[src/rtl/exec_unit.sv]
module exec_unit #(
  parameter int W = 64
) (
  input  logic         clk,
  input  logic         rst,
  input  logic [3:0]   icode,
  input  logic [3:0]   ifun,
  input  logic [W-1:0] opa,
  input  logic [W-1:0] opb,
  input  logic         cc_en,
  input  logic [3:0]   dst_in,
  output logic [W-1:0] res,
  output logic         cnd,
  output logic [3:0]   dst_out,
  output logic         zf,
  output logic         sf
);
  localparam logic [3:0] IC_MOVE = 4'h2;
  localparam logic [3:0] IC_ARITH = 4'h6;
  localparam logic [3:0] IC_JUMP = 4'h7;
  localparam logic [3:0] NO_REG = 4'hF;

  logic is_arith, is_cond;
  assign is_arith = (icode == IC_ARITH);
  assign is_cond = (icode == IC_JUMP) || (icode == IC_MOVE);

  always_comb begin
    res = opb + opa;
    if (is_arith) begin
      case (ifun)
        4'h1: res = opb - opa;
        4'h2: res = opb & opa;
        4'h3: res = opb ^ opa;
        default: res = opb + opa;
      endcase
    end
  end

  always_ff @(posedge clk) begin
    if (rst) begin
      zf <= 1'b1;
      sf <= 1'b0;
    end else if (is_arith && cc_en) begin
      zf <= (res == '0);
      sf <= res[W-1];
    end
  end

  logic test;
  always_comb begin
    case (ifun)
      4'h0: test = 1'b1;
      4'h1: test = sf | zf;
      4'h2: test = sf;
      4'h3: test = zf;
      4'h4: test = ~zf;
      4'h5: test = ~sf;
      4'h6: test = ~sf & ~zf;
      default: test = 1'b0;
    endcase
  end

  assign cnd = is_cond & test;
  assign dst_out = (icode == IC_MOVE && !cnd) ? NO_REG : dst_in;
endmodule


[config.mk]
export PLATFORM = sky130hd
export DESIGN_NAME = exec_unit
export DESIGN_NICKNAME = d
export VERILOG_FILES = /design/src/rtl/exec_unit.sv
export SDC_FILE = /design/constraint.sdc
export NUM_CORES = 1
export LEC_CHECK = 0
export BUFFER_PORTS_ARGS = -buffer_cell sky130_fd_sc_hd__buf_2
export CAP_MARGIN = 15
export CELL_PAD_IN_SITES_DETAIL_PLACEMENT = 0
export CELL_PAD_IN_SITES_GLOBAL_PLACEMENT = 1
export CORE_MARGIN = 2
export CORE_UTILIZATION = 44
export DETAILED_ROUTE_END_ITERATION = 12
export PLACE_DENSITY = 0.95
export SYNTH_ARGS = -nofsm -noshare
export SYNTH_HDL_FRONTEND = slang
export SYNTH_SLANG_ARGS = --single-unit
export TNS_END_PERCENT = 50
[constraint.sdc]
create_clock -name clk -period 8.15 [get_ports clk]
set_clock_uncertainty 0.1 [all_clocks]
set_input_delay 1.2225 -clock clk [delete_from_list [all_inputs] [get_ports clk]]
set_output_delay 1.2225 -clock clk [all_outputs]
set_load 0.01 [all_outputs]
==> results.yml, run 1 <==
die:
  dieArea_um2: 26100
  rows: 57
  die_w_um: 162
  die_y_um: 162
  core_um2: 24300
  start_util_pct: 44.9
  top_level_ports: 214
min_path:
  worstHoldPathType: "reg2reg"
power:
  power.leakage_nw: 5.33
  p_sw_mw: 0.690
  p_int_mw: 0.425
  swShare_pct: 61.9
  p_per_area_nw_per_um2: 90.9
  p_seq_share_pct: 0.9
  pwr-share-comb_pct: 92.3
  clockPowerShare_pct: 6.8
  vdd_drop_max_uv: 86.6
setup_path:
  critPathKind: "in2out"
  arrival_ps: 5690
  crit_fanout: 12
  cp_slowest_cell: "a211oi_2"
  path_delay_family: "compound AO/OA/AOI/OAI gates"
  critPathMaxStageDelay_ps: 540
  start_kind: "input port"
  worstPathBufferInverterCount: 5
  worstPathRequired_ps: 6830
  end_kind: "output port"
  crit_chain: "buf_2, inv_1, ha_1, inv_1, a2111oi_0, o21ai_0, a211oi_2, a311oi_1, buf_4, o21ai_0, a21oi_1, o31ai_1, xnor2_1, nand3_1, a22oi_1, buf_2"
placed_design:
  portBuffers: 213
  postPlaceCellArea_um2: 12200
  dpl.hpwl_um: 41300
  gp_congestion: 1.04
timing:
  rsz0062_at_grt: "no"
  post-route-period-util_pct: 86.0
  hold_viol: 0
  layout_min_cycle_time_ps: 7010
  maxSlewHeadroom_pct: 16.2
  setup_viol: 0
  fin_setup_tns_ps: 0
  worst_pin_slew_ps: 1250
  slew_violations: 0
  clock.fmax_ghz: 0.143
route:
  vias: 15200
  finalWirelength_um: 51900
  ant_nets: 0
  drtIter0Drc: 1879
  routedWlPerCell_um: 23.2
  drc: 0
  routed_via_density: 6.82
  dr.pass1.iters: 7
grt:
  grt_pass1_wl_um: 79400
  gr-total-overflow: 0
  grt_max_degree: 55
  grt_usage_pct: 38.1
  grt_pass1_vias: 14100
  antenna_found_initial: 0
synth:
  ys_seq_area_share_pct: 0.367
  synth_top_family_by_area: "compound AO/OA/AOI/OAI gates"
  synth_cell_type_count: 90
  synthFlopType: "dfxtp_1"
  synth_simple_gate_area_share_pct: 29.4
  async_flop_share_pct: 0
  synthesis.nets: 2049
  netlist_area_um2: 10900
  yosysWarnings: 0
  synthXorXnorAreaFrac_pct: 2.00
  synth_edf_count: 0
  syn_inst: 1776
  synthMuxAreaShare_pct: 1.58
  yosys.area_share.adder_pct: 15.0
  syn_area_per_cell_um2: 6.15
  synth-compound-area-share_pct: 43.1
  synth_seq_cells: 2
cts:
  cts_buffers: 3
  clk_pin_slew_ps: 30
  htree_levels: 1
  clockBufferDepth: 2
  cts_tree: "done"
  worst_skew_pair.late_latency_ps: 220
  post_cts_resized: 0
  cts-root-buf: "clkbuf_16"
  cts_sinks: 2
  post_cts_buffers: 0
  hold_buffers: 0
finish:
  finish.instance_area_um2: 12300
  nets: 2185
  fill_cells: 2585
  drive_gt1_share_pct: 14.5
  n_antenna_cell: 0
  layout_commonest_cell: "buf_2"
  mostFrequentLayoutCells: "213 x buf_2, 198 x a21oi_1, 188 x nor2_1, 169 x nand2_1, 138 x o21ai_0"
  synthToLayoutAreaGrowth_pct: 12.3
run_status:
  status: "finished clean"
run:
  drv_cap: 0
==> cell usage after synthesis, drive strengths merged, types with 8 or more instances <==
master     n  area share [%]
ha       128              15
a211o     10            0.80
o31ai     45             3.1
a2111oi    8            0.71
or3       14            0.80
nand3     46             2.1
a221oi    16             1.3
o211ai    29             2.0
a22oi     23             1.6
a21oi    199             9.2
a21o      26             1.8
and2      19             1.1
nand2b    21             1.2
o21ai    138             6.3
nor2b     26             1.5
o221ai    13             1.0
inv      132             4.5
a31oi     21             1.2
nand2    169             5.8
nand4     31             1.8
clkbuf    81             2.8
o22ai     13            0.74
buf       26             1.2
mux2i     15             1.4
o21bai    20             1.4
o2111ai   13             1.0
o311ai     9            0.79
or4       16             1.1
nor3      34             1.6
a211oi    21             1.6
o31a      11            0.88
nor2     189             6.5
xnor2     20             1.6
a21boi     8            0.55
or2        8            0.46
nor4      43             2.6
a311oi     9            0.72
o21a      20             1.4
and3      11            0.68
==> layout make-up <==
cell class | instances | area, um^2 | share of cell area, %
timing repair buffer | 238 | 1250 | 10.2
sequential | 2 | 40.0 | 0.327
tap | 324 | 405 | 3.31
multi-input combinational | 1535 | 9990 | 81.5
clock buffer | 3 | 75.1 | 0.612
inverter | 132 | 495 | 4.04
==> path summary, 6_finish.rpt <==
kind,depth (start not counted),start,endpoint,slack [ps]
setup / recovery,16,opa[10],res[63],1140
hold / removal,2,sf,sf,410
hold reg to reg,2,sf,sf,410
setup reg to reg,1,zf,zf,7280
==> state kept, by name, indices dropped and copies added (netlist names) <==
name	count
sf	1
zf	1
==> cells by family after synthesis <==
family          Yosys count
flops                     2
fa+ha+maj               130
mux                      17
buf+inv                 239
xor+xnor                 25
simple gates            654
compound gates          709
==> stage by stage <==
step	setup slack, ps	cells	power [mW]	hold slack (ps)	util [%]
after CTS	1360	2233	1.08	408	50.4
after floorplan	2630	1776	0.658	406	-
after global routing	890	2234	1.19	449	50.4
after global placement	1430	2230	0.997	383	50.1
final	1140	2234	1.11	411	50.4
after detailed placement	1430	2230	0.999	398	50.1
==> metal layers <==
layer | GRT usage (%) | share of wire, %
met4 | 20.8 | 6.5
met5 | 0 | 0
met1 | 48.8 | 39
met2 | 60.2 | 42
met3 | 7.16 | 12
==> power by group through the flow <==
stage / logic (mW) / registers [mW] / clock network (mW)
finish: 1.03 / 0.0103 / 0.0759
global route: 1.10 / 0.0104 / 0.0775
CTS: 0.993 / 0.0103 / 0.0760
detailed placement: 0.988 / 0.0104 / 0
global placement: 0.986 / 0.0104 / 0
floorplan: 0.648 / 0.0105 / 0
(Power assumes the default switching activity.)
==> run 2: changes to the inputs <==
==> constraint.sdc (replaced) <==
create_clock -name clk -period 8.15 [get_ports clk]
set_clock_uncertainty 0.1 [all_clocks]
set_input_delay 0 -clock clk [delete_from_list [all_inputs] [get_ports clk]]
set_output_delay 0 -clock clk [all_outputs]
set_load 0.01 [all_outputs]
==> results.yml, run 2 (synthesis results as in run 1) <==
finish:
  reg_top3: "sf x1, zf x1"
  fill_cells: 2621
  layout_commonest_cell: "buf_2"
  instances_no_fill: 2225
  nets: 2175
  drive_gt1_share_pct: 13.9
  mostFrequentLayoutCells: "213 x buf_2, 198 x a21oi_1, 188 x nor2_1, 169 x nand2_1, 138 x o21ai_0"
  synthToLayoutAreaGrowth_pct: 11.7
route:
  drc: 0
  routed_via_density: 6.83
  routedWlPerCell_um: 23.1
  finalWirelength_um: 51400
  dr.pass1.iters: 7
  vias: 15200
  drtIter0Drc: 1731
  ant_nets: 0
placed_design:
  portBuffers: 213
  dpl.hpwl_um: 41000
  placedCellCount: 2219
  gp_congestion: 1.04
grt:
  grt_pass1_wl_um: 77500
  antenna_found_initial: 1
  grt_max_degree: 65
  grt_pass1_vias: 13700
  gr-total-overflow: 0
  grt_usage_pct: 37.0
cts:
  worst_skew_pair.late_latency_ps: 220
  htree_levels: 1
  post_cts_buffers: 0
  clockBufferDepth: 2
  post_cts_resized: 0
  hold_buffers: 2
  cts_sinks: 2
  cts-root-buf: "clkbuf_16"
  cts_tree: "done"
  cts_buffers: 3
  clk_pin_slew_ps: 30
run_status:
  status: "finished clean"
setup_path:
  start_kind: "input port"
  arrival_ps: 5470
  end_kind: "register"
  r2r.worst_path.cells: 3
  crit_fanout: 13
  worstPathRequired_ps: 8210
  critPathKind: "in2reg"
  reg2reg_to: "sf"
  reg2reg_slack_ps: 6840
  r2r-start: "sf"
timing:
  layout_min_cycle_time_ps: 5410
  clock.fmax_ghz: 0.185
  maxSlewHeadroom_pct: 16.6
  worst_pin_slew_ps: 1230
  setup_viol: 0
  fin_setup_tns_ps: 0
  post-route-period-util_pct: 66.4
  rsz0062_at_grt: "no"
  slew_violations: 0
  hold_viol: 0
power:
  swShare_pct: 62.0
  p_per_area_nw_per_um2: 90.8
  power.leakage_nw: 5.28
  pwr-share-comb_pct: 92.4
  p_int_mw: 0.421
  p_seq_share_pct: 0.9
  clockPowerShare_pct: 6.7
  p_sw_mw: 0.686
  vdd_drop_max_uv: 68.0
die:
  start_util_pct: 44.9
  core_um2: 24300
  die_y_um: 162
  top_level_ports: 214
  die_w_um: 162
  dieArea_um2: 26100
  rows: 57
min_path:
  hold_depth: 3
  worstHoldPathType: "in2reg"
  min-delay-start: "cc_en"
  min_delay_worst_endpoint: "zf"
run:
  drv_cap: 0
run 2: cell types whose count changed in the layout (fill, tap and decap cells not counted):
cell           before  now
buf_4              24   13
dlygate4sd3_1       0    2
clkbuf_2            1    0
diode_2             0    1
run 2: cell type report:
type / count / area, um^2 / share of cell area (%)
Multi-Input combinational cell: 1535 / 9990 / 81.9
Inverter: 132 / 495 / 4.06
Antenna cell: 1 / 2.50 / 0.0205
Tap cell: 324 / 405 / 3.32
Sequential cell: 2 / 40.0 / 0.328
Clock buffer: 3 / 75.1 / 0.616
Timing Repair Buffer: 228 / 1180 / 9.70
run 2: how the worst max path moves through the flow:
| stage | from | to | slack [ps] | cells past startpoint |
|---|---|---|---|---|
| 6_report | opa[17] | zf | 2740 | 16 |
| 3_5_place_dp | opa[17] | zf | 2750 | 16 |
| 5_1_grt | opa[16] | zf | 2450 | 16 |
| 3_3_place_gp | opa[17] | zf | 2630 | 16 |
| 2_1_floorplan | opb[0] | zf | 4130 | 16 |
| 4_1_cts | opa[17] | zf | 2930 | 16 |
run 2: per-stage QoR:
step / hold WS (ps) / instance area (um^2) / total power, mW / util, % / setup slack, ps
after floorplan: -49.0 / 10900 / 0.658 / - / 4130
after global placement: 88.8 / 12100 / 0.991 / 49.8 / 2630
after detailed placement: 87.2 / 12100 / 0.993 / 49.8 / 2750
after CTS: 93.8 / 12200 / 1.07 / 50.1 / 2930
after global routing: 104 / 12200 / 1.18 / 50.1 / 2450
final: 109 / 12200 / 1.11 / 50.2 / 2740
run 2: worst max-delay path, stage by stage:
cell and delay [ps]:
buf_2 90, inv_1 40, ha_1 480, nor4_1 790, nand2_1 190, a21oi_1 250
a211oi_1 180, a211oi_1 970, nor2_1 330, o31ai_1 300, a2bb2oi_1 170, a2111oi_0 530
nand4_1 180, or4_1 500, nor4_2 270, a221o_1 200
run 2: metal layers:
| layer | vias to the layer above | global-route usage [%] | part of all wire (%) |
|---|---|---|---|
| li1 | 6949 | - | - |
| met1 | 6981 | 47.2 | 39 |
| met2 | 1062 | 60.2 | 44 |
| met3 | 202 | 6.21 | 12 |
| met4 | 0 | 18.3 | 5.9 |
| met5 | - | 0 | 0 |
run 2: power groups by stage:
stage | clock, mW | combinational, mW | sequential (mW)
2_1_floorplan | 0 | 0.648 | 0.0105
3_3_place_gp | 0 | 0.981 | 0.0105
3_5_place_dp | 0 | 0.982 | 0.0104
4_1_cts | 0.0747 | 0.987 | 0.0103
5_1_grt | 0.0763 | 1.09 | 0.0104
6_report | 0.0741 | 1.02 | 0.0103
==> run 3: changes to the inputs <==
- CORE_UTILIZATION: 44 -> 37
- PLACE_DENSITY: 0.95 -> 0.9
- clock period: 8.15 -> 4.4 ns (I/O delays scaled with it)
==> results.yml, run 3 (synthesis results as in run 1) <==
finish:
  synthToLayoutAreaGrowth_pct: 35.2
  reg_top3: "sf x1, zf x1"
  layout_commonest_cell: "buf_4"
  fill_cells: 3051
  n_antenna_cell: 0
  nets: 2472
  mostFrequentLayoutCells: "307 x buf_4, 213 x buf_2, 193 x a21oi_1, 186 x nor2_1, 169 x nand2_1"
  drive_gt1_share_pct: 27.1
  instances_no_fill: 2581
setup_path:
  r2r-start: "zf"
  end_kind: "register"
  start_kind: "input port"
  reg2reg_to: "zf"
  reg2reg_slack_ps: 3480
  arrival_ps: 4480
  critPathMaxStageDelay_ps: 700
  r2r.worst_path.cells: 1
  worstPathRequired_ps: 4470
  critPathKind: "in2reg"
  crit_fanout: 4
  cp_slowest_cell: "or4b_2"
  crit_chain: "buf_2, inv_1, ha_1, nor2b_1, o311ai_4, a31oi_1, a221oi_2, o21ai_0, buf_4, a221oi_2, or4_1, nand4_1, or4b_2, or4_1, nor4_2, a221o_1"
route:
  drtIter0Drc: 2069
  dr.pass1.iters: 8
  routed_via_density: 6.42
  routedWlPerCell_um: 22.8
  ant_nets: 0
  finalWirelength_um: 58900
  vias: 16600
  drc: 0
cts:
  htree_levels: 1
  cts_tree: "done"
  cts-root-buf: "clkbuf_16"
  clk_pin_slew_ps: 30
  cts_buffers: 3
  worst_skew_pair.late_latency_ps: 220
  clockBufferDepth: 2
  cts_sinks: 2
grt:
  gr-total-overflow: 0
  grt_usage_pct: 36.4
  globalRouteMet3Util_pct: 5.97
  grt_pass1_vias: 15500
  grt_max_degree: 65
  globalRouteMet2Util_pct: 57.9
  grt_pass1_wl_um: 88600
  antenna_found_initial: 0
  met1_usage_pct: 46.6
  busiest_layer: "met2"
die:
  die_w_um: 176
  top_level_ports: 214
  start_util_pct: 37.9
  core_um2: 28900
  dieArea_um2: 30900
  rows: 62
  die_y_um: 176
placed_design:
  dpl.hpwl_um: 48800
  portBuffers: 213
  gp_congestion: 1.05
  placedCellCount: 2569
timing:
  fin_setup_tns_ps: -12.0
  slew_violations: 0
  setup_viol: 1
  worst_pin_slew_ps: 1000
  fin_ws_ps: -12.0
  whs_ps: 165
  layout_min_cycle_time_ps: 4410
  maxSlewHeadroom_pct: 32.2
  hold_viol: 0
  post-route-period-util_pct: 100
  clock.fmax_ghz: 0.227
  rsz0062_at_grt: "yes"
run_status:
  status: "finished with violations"
  failed_checks: "setup timing"
power:
  p_seq_share_pct: 0.8
  pwr-share-comb_pct: 93.7
  p_per_area_nw_per_um2: 172
  vdd_drop_max_uv: 79.6
  swShare_pct: 56.5
  power.leakage_nw: 6.77
  p_sw_mw: 1.44
  power_mw: 2.54
  p_int_mw: 1.11
  clockPowerShare_pct: 5.5
min_path:
  min_delay_worst_endpoint: "dst_out[3]"
  min-delay-start: "dst_in[3]"
  worstHoldPathType: "in2out"
  hold_depth: 3
run:
  drv_cap: 0
==> run 3: changes by cell type in the layout (fill, tap and decap cells not counted), sizes merged <==
| cell | previous run | this run |
|---|---|---|
| buf | 226 | 523 |
| diode | 1 | 0 |
==> run 3: what timing repair did <==
action	CTS	global route
hold buffers	2	0
setup endpoints to repair	1	6
pin swaps	1	12
endpoints found under the hold margin	2	0
gates cloned	0	0
resized for setup	4	52
setup buffers	0	7
==> run 3: worst max path at each step <==
| stage | start | end | slack [ps] | cells past startpoint |
|---|---|---|---|---|
| 2_1_floorplan | opb[0] | zf | 380 | 16 |
| 3_3_place_gp | opa[0] | zf | -430 | 21 |
| 3_5_place_dp | opa[0] | zf | -410 | 21 |
| 4_1_cts | opa[0] | zf | 3 | 16 |
| 5_1_grt | opa[10] | zf | -110 | 17 |
| 6_report | opa[1] | zf | -10 | 16 |
==> run 3: layout make-up <==
| cell class | count | area (um^2) | share of cell area [%] |
|---|---|---|---|
| clock buffers | 3 | 75.1 | 0.508 |
| inverters | 132 | 495 | 3.36 |
| multi-input cells | 1535 | 10200 | 69.2 |
| flip-flops and latches | 2 | 40.0 | 0.271 |
| well taps | 384 | 480 | 3.25 |
| repair buffers | 525 | 3450 | 23.4 |
==> run 3: per-stage QoR <==
step / cell area, um^2 / setup WS, ps / util, %
after global routing: 14800 / -108 / 51.2
final: 14800 / -12.0 / 51.2
after global placement: 14400 / -429 / 49.8
after CTS: 14500 / 3.35 / 50.2
after floorplan: 10900 / 378 / -
after detailed placement: 14400 / -406 / 49.8
==> run 3: critical path, delay by kind of cell <==
| family | cells | cell delay (ps) |
|---|---|---|
| buffers and inverters | 3 | 390 |
| adders and majority gates | 1 | 320 |
| and+or+nand+nor | 6 | 1990 |
| AOI/OAI and AO/OA | 6 | 1790 |
==> run 3: power by group through the flow <==
stage	sequential (mW)	clock [mW]	combinational [mW]
finish	0.0193	0.140	2.38
global route	0.0194	0.143	2.54
CTS	0.0193	0.142	2.26
floorplan	0.0194	0	1.20
global placement	0.0195	0	2.23
detailed placement	0.0195	0	2.24
==> run 3: metal layers <==
| metal | wire length, um | vias to the layer above | share of wire [%] |
|---|---|---|---|
| met3 | 6500 | 224 | 11 |
| met5 | 0 | - | 0 |
| met2 | 25400 | 1177 | 43 |
| met1 | 23100 | 7621 | 39 |
| met4 | 3920 | 0 | 6.7 |
| li1 | - | 7543 | - |
